**config.mk**
```make
export PLATFORM = sky130hd
export DESIGN_NAME = port_rst_ctrl
export DESIGN_NICKNAME = d
export VERILOG_FILES = /design/src/rtl/port_rst_pkg.sv /design/src/rtl/rst_sync_chain.sv /design/src/rtl/rst_hold_mon.sv /design/src/rtl/clk_en_gen.sv /design/src/rtl/port_rst_ctrl.sv
export SDC_FILE = /design/constraint.sdc
export NUM_CORES = 1
export LEC_CHECK = 0
export BUFFER_PORTS_ARGS = -buffer_cell sky130_fd_sc_hd__buf_2
export CAP_MARGIN = 20
export CELL_PAD_IN_SITES_DETAIL_PLACEMENT = 0
export CELL_PAD_IN_SITES_GLOBAL_PLACEMENT = 1
export CORE_ASPECT_RATIO = 1.1
export CORE_MARGIN = 3
export CORE_UTILIZATION = 47
export CTS_BUF_LIST = sky130_fd_sc_hd__clkbuf_4 sky130_fd_sc_hd__clkbuf_8
export DETAILED_ROUTE_END_ITERATION = 6
export GPL_TIMING_DRIVEN = 0
export PLACE_DENSITY_LB_ADDON = 0.15
export SYNTH_ARGS = -nofsm -noshare
export SYNTH_HDL_FRONTEND = slang
export SYNTH_HIERARCHICAL = 1
export SYNTH_SLANG_ARGS = --single-unit
```
**constraint.sdc**
```tcl
create_clock -name clk -period 0.8 [get_ports clk]
set_input_delay 0.12 -clock clk [delete_from_list [all_inputs] [get_ports clk]]
set_output_delay 0.12 -clock clk [all_outputs]
set_load 0.005 [all_outputs]
```
**src/rtl/port_rst_pkg.sv**
```systemverilog
package port_rst_pkg;
   localparam int unsigned NUM_SW_RST = 2;
   typedef enum int unsigned {
      SRC_FULL = 0,
      SRC_DP   = 1
   } sw_rst_idx_e;

   function automatic int unsigned ceil_div(input int unsigned a, input int unsigned b);
      return (a + b - 1) / b;
   endfunction
endpackage

```
**src/rtl/rst_sync_chain.sv**
```systemverilog
module rst_sync_chain #(
   parameter int unsigned STAGES = 2
) (
   input  logic clk,
   input  logic arst_src,
   output logic rst_o
);
   if (STAGES < 2) begin : g_bad_depth
      $error("rst_sync_chain: STAGES must be at least 2");
   end

   logic [STAGES-1:0] q;

   always_ff @(posedge clk or posedge arst_src) begin
      if (arst_src) q <= '1;
      else          q <= {q[STAGES-2:0], 1'b0};
   end

   assign rst_o = q[STAGES-1];
endmodule

```
**src/rtl/rst_hold_mon.sv**
```systemverilog
module rst_hold_mon #(
   parameter int unsigned MIN_CYC = 20
) (
   input  logic clk,
   input  logic arst_n,
   input  logic level_i,
   output logic short_o
);
   if (MIN_CYC < 1) begin : g_bad_min
      $error("rst_hold_mon: MIN_CYC must be at least 1");
   end

   localparam int unsigned CW = $clog2(MIN_CYC + 1);
   localparam logic [CW-1:0] LIM = CW'(MIN_CYC);

   logic [CW-1:0] cnt;
   logic          prev;
   logic          flag;

   always_ff @(posedge clk or negedge arst_n) begin
      if (!arst_n) begin
         cnt  <= '0;
         prev <= 1'b0;
         flag <= 1'b0;
      end else begin
         prev <= level_i;
         flag <= prev && !level_i && (cnt < LIM);
         if (level_i) begin
            if (cnt != LIM) cnt <= cnt + 1'b1;
         end else begin
            cnt <= '0;
         end
      end
   end

   assign short_o = flag;
endmodule

```
**src/rtl/clk_en_gen.sv**
```systemverilog
module clk_en_gen (
   input  logic clk,
   input  logic rst_i,
   input  logic pwr_dn_i,
   output logic en_o
);
   logic en_q;

   always_ff @(posedge clk or posedge rst_i) begin
      if (rst_i) en_q <= 1'b0;
      else       en_q <= !pwr_dn_i;
   end

   assign en_o = en_q;
endmodule

```
**src/rtl/port_rst_ctrl.sv**
```systemverilog
module port_rst_ctrl
   import port_rst_pkg::*;
#(
   parameter int unsigned CLK_PERIOD_PS = 5000,
   parameter int unsigned MIN_HOLD_PS   = 100000,
   parameter int unsigned SYNC_STAGES   = 2
) (
   input  logic       clk,
   input  logic       hw_rst_n_i,
   input  logic       glb_rst_i,
   input  logic       sw_rst_i,
   input  logic       sw_dp_rst_i,
   input  logic       pwr_dn_i,
   output logic       reg_rst_o,
   output logic       dp_rst_o,
   output logic       clk_en_o,
   output logic [1:0] hold_short_o
);
   if (CLK_PERIOD_PS == 0) begin : g_bad_period
      $error("port_rst_ctrl: CLK_PERIOD_PS must be nonzero");
   end
   if (SYNC_STAGES < 2) begin : g_bad_sync
      $error("port_rst_ctrl: SYNC_STAGES must be at least 2");
   end

   localparam int unsigned MIN_CYC = ceil_div(MIN_HOLD_PS, CLK_PERIOD_PS);

   logic full_src;
   logic dp_src;
   logic [NUM_SW_RST-1:0] sw_bits;

   assign full_src = sw_rst_i | glb_rst_i | !hw_rst_n_i;
   assign dp_src   = full_src | sw_dp_rst_i;

   assign sw_bits[SRC_FULL] = sw_rst_i;
   assign sw_bits[SRC_DP]   = sw_dp_rst_i;

   rst_sync_chain #(.STAGES(SYNC_STAGES)) u_reg_sync (
      .clk(clk), .arst_src(full_src), .rst_o(reg_rst_o)
   );

   rst_sync_chain #(.STAGES(SYNC_STAGES)) u_dp_sync (
      .clk(clk), .arst_src(dp_src), .rst_o(dp_rst_o)
   );

   for (genvar i = 0; i < NUM_SW_RST; i++) begin : g_mon
      rst_hold_mon #(.MIN_CYC(MIN_CYC)) u_mon (
         .clk(clk), .arst_n(hw_rst_n_i), .level_i(sw_bits[i]), .short_o(hold_short_o[i])
      );
   end

   clk_en_gen u_cg (
      .clk(clk), .rst_i(reg_rst_o), .pwr_dn_i(pwr_dn_i), .en_o(clk_en_o)
   );
endmodule

```
==> flow_summary.ini <==
[cells_and_area]
diodes = 0
final_cell_area_sq_mm = 0.00112
area_delta_synth_final_pct = 24.3
final_cell_mix = 12 x dfrtp_1, 10 x nand2_1, 9 x buf_4, 9 x buf_2, 8 x inv_1
final_common_cell = dfrtp_1
seqCellArea_sq_um = 484
fill_cells = 128
multi_input_area_sq_um = 410
drive_gt1_frac = 0.430
nets = 111

[clock_network]
path_clk_slew_ns = 0.10
clock-root-buffer = clkbuf_4
cts.sinks = 19
htree_levels = 1
cts_buffers = 3
clockBufferDepth = 2
holdBufCountCts = 1
cts_tree = built
clk_latency_ns = 0.28

[worst_setup_path]
crit_buf_inv = 2
crit_path_start_kind = flop
critical_path_class = flop to flop
critPathTopFamily = simple AND/OR/NAND/NOR gates
slowest_stage = dfrtp_1
cp.arrival_ns = 1.41
endpoint_kind = flop
slowest_delay_ns = 0.40
path_max_fanout = 3
cp_common_cell = buf_4
crit_chain = buf_4, buf_4, and4_2, nor4_4
cp.required_ns = 1.00

[status]
violations = negative hold slack, negative setup slack
status = finished, violations left

[synth]
synth_cell_types = 19
synth.largest_area_cell = dfrtp_1
ys_seq_area_frac = 0.533
synth.yosys.warnings = 6
synth_nets = 87
synth_top_area_frac = 0.416
synth_area_per_cell_sq_um = 11.7
ys_seq_elements = 19
syn_area_sq_um = 902
synthCells = 77
yosys-top-cells-area = dfrtp_1 42%, dfstp_2 12%, mux2i_1 6.7%

[die]
die_area_sq_mm = 0.00248
rows = 15
core_sq_mm = 0.00169
fp.dieH_microns = 52.0
start_util = 0.534
dieWidth_microns = 47.8
ioPinCount = 11

[detailed_routing]
wl_per_cell_microns = 12.2
vias = 612
drt_iter0_markers = 10
routed_wirelength_mm = 1.43
firstDrtPassIters = 4
vias_per_cell = 5.23
detail-route-antenna-nets = 0
drc = 0

[sta]
hold_ws_ns = -0.277
finalHoldViolCount = 14
fmax_ghz = 0.824
clock-skew-final_ns = 0.000482
slew_viol_final = 0
setup_slack_ns = -0.414
period_needed_ns = 1.21
rsz0062_at_grt = yes
fin_crit_sh = 1.52
fin_setup_tns_ns = -4.12
setup_violations = 16

[hold_path]
hp-class = primary input to asynchronous set/reset pin

[grt]
grt.total_usage = 0.144
grt_pass1_wl_mm = 2.58
grt_max_degree = 17
grt_overflow_total = 0
grt_pass1_vias = 601
antenna_found_initial = 0

[power]
p_leak_nw = 0.530
ir_drop_v = 0.000970
powerDensity_mw_per_mm2 = 1580

[placed_design]
hpwl_microns = 946
dpl-instance-area_sq_um = 978
gp_congestion = 0.750
port_buffers = 10

[job]
cap_violations = 0
## power by group
group	switching [mW]	internal (mW)
Clock	0.275	0.227
Sequential	0.0252	1.01
Combinational	0.117	0.115
Total	0.417	1.36
## worst paths after layout
kind / startpoint / endpoint / slack (ns) / cells past startpoint
min in group clk: sw_dp_rst_i / g_mon[1].u_mon/prev / 0.05 / 1
max in group asynchronous: hw_rst_n_i / u_reg_sync/q[1] / 0.23 / 3
hold reg to reg: u_reg_sync/q[1] / u_cg/en_o / 0.09 / 1
hold / removal: hw_rst_n_i / g_mon[0].u_mon/cnt[0] / -0.28 / 1
setup / recovery: g_mon[1].u_mon/cnt[0] / g_mon[1].u_mon/cnt[3] / -0.41 / 4
setup reg to reg: g_mon[1].u_mon/cnt[0] / g_mon[1].u_mon/cnt[3] / -0.41 / 4
## stage by stage
stage / worst slack, ns / total power [mW] / std cells / util
final: -0.414 / 1.77 / 117 / 0.664
after global routing: -0.486 / 1.89 / 117 / 0.664
after CTS: -0.398 / 1.79 / 116 / 0.654
after detailed placement: -0.432 / 1.22 / 104 / 0.579
after global placement: -0.414 / 1.21 / 104 / 0.579
after floorplan: -0.356 / 1.14 / 77 / -
## Yosys cell counts, drive strengths merged
master / n
dfrtp: 15
nand2: 10
inv: 8
mux2i: 6
o21ai: 6
dfstp: 4
ha: 4
nand2b: 4
a21oi: 2
and3b: 2
and4: 2
and4b: 2
buf: 2
conb: 2
nand3: 2
nor4: 2
o21ba: 2
or3b: 1
or4b: 1
## per-layer routing
layer	global-route usage	share of wire
met5	0	0
met4	0.0538	0.0084
met3	0.0311	0.036
met2	0.216	0.45
met1	0.199	0.51
## sequential cells by signal, summed over array words and instances (netlist names)
| name | cells |
|---|---|
| u_reg_sync/q | 2 |
| g_mon.u_mon/short_o | 2 |
| u_cg/en_o | 1 |
| g_mon.u_mon/prev | 2 |
| u_dp_sync/q | 2 |
| g_mon.u_mon/cnt | 10 |
## area by class of cell
| class | count | area share |
|---|---|---|
| sequential | 19 | 0.432 |
| tap | 17 | 0.0190 |
| timing repair buffer | 20 | 0.119 |
| buffer | 1 | 0.0100 |
| inverter | 8 | 0.0268 |
| multi-input combinational | 48 | 0.366 |
| clock buffer | 4 | 0.0268 |
## cell families after synthesis
group | share of synthesized area
AND/OR/NAND/NOR | 0.212
flip-flops | 0.533
buffers and inverters | 0.0583
adder cells (fa/ha/maj) | 0.0555
other | 0.00832
multiplexers | 0.0666
AO/OA/AOI/OAI | 0.0666
## what timing repair did
action                                  CTS  global route
resized for setup                        10             3
pin swaps                                 0             2
endpoints found under the setup margin   17            17
hold endpoints to repair                 15            14
setup buffers                             8             1
## worst register-to-register path, cell delays in order (launching register included)
cell	delay (ns)
dfrtp_1	0.40
buf_4	0.13
buf_4	0.13
and4_2	0.22
nor4_4	0.25
Note: power is estimated with default switching activity, not from simulation.
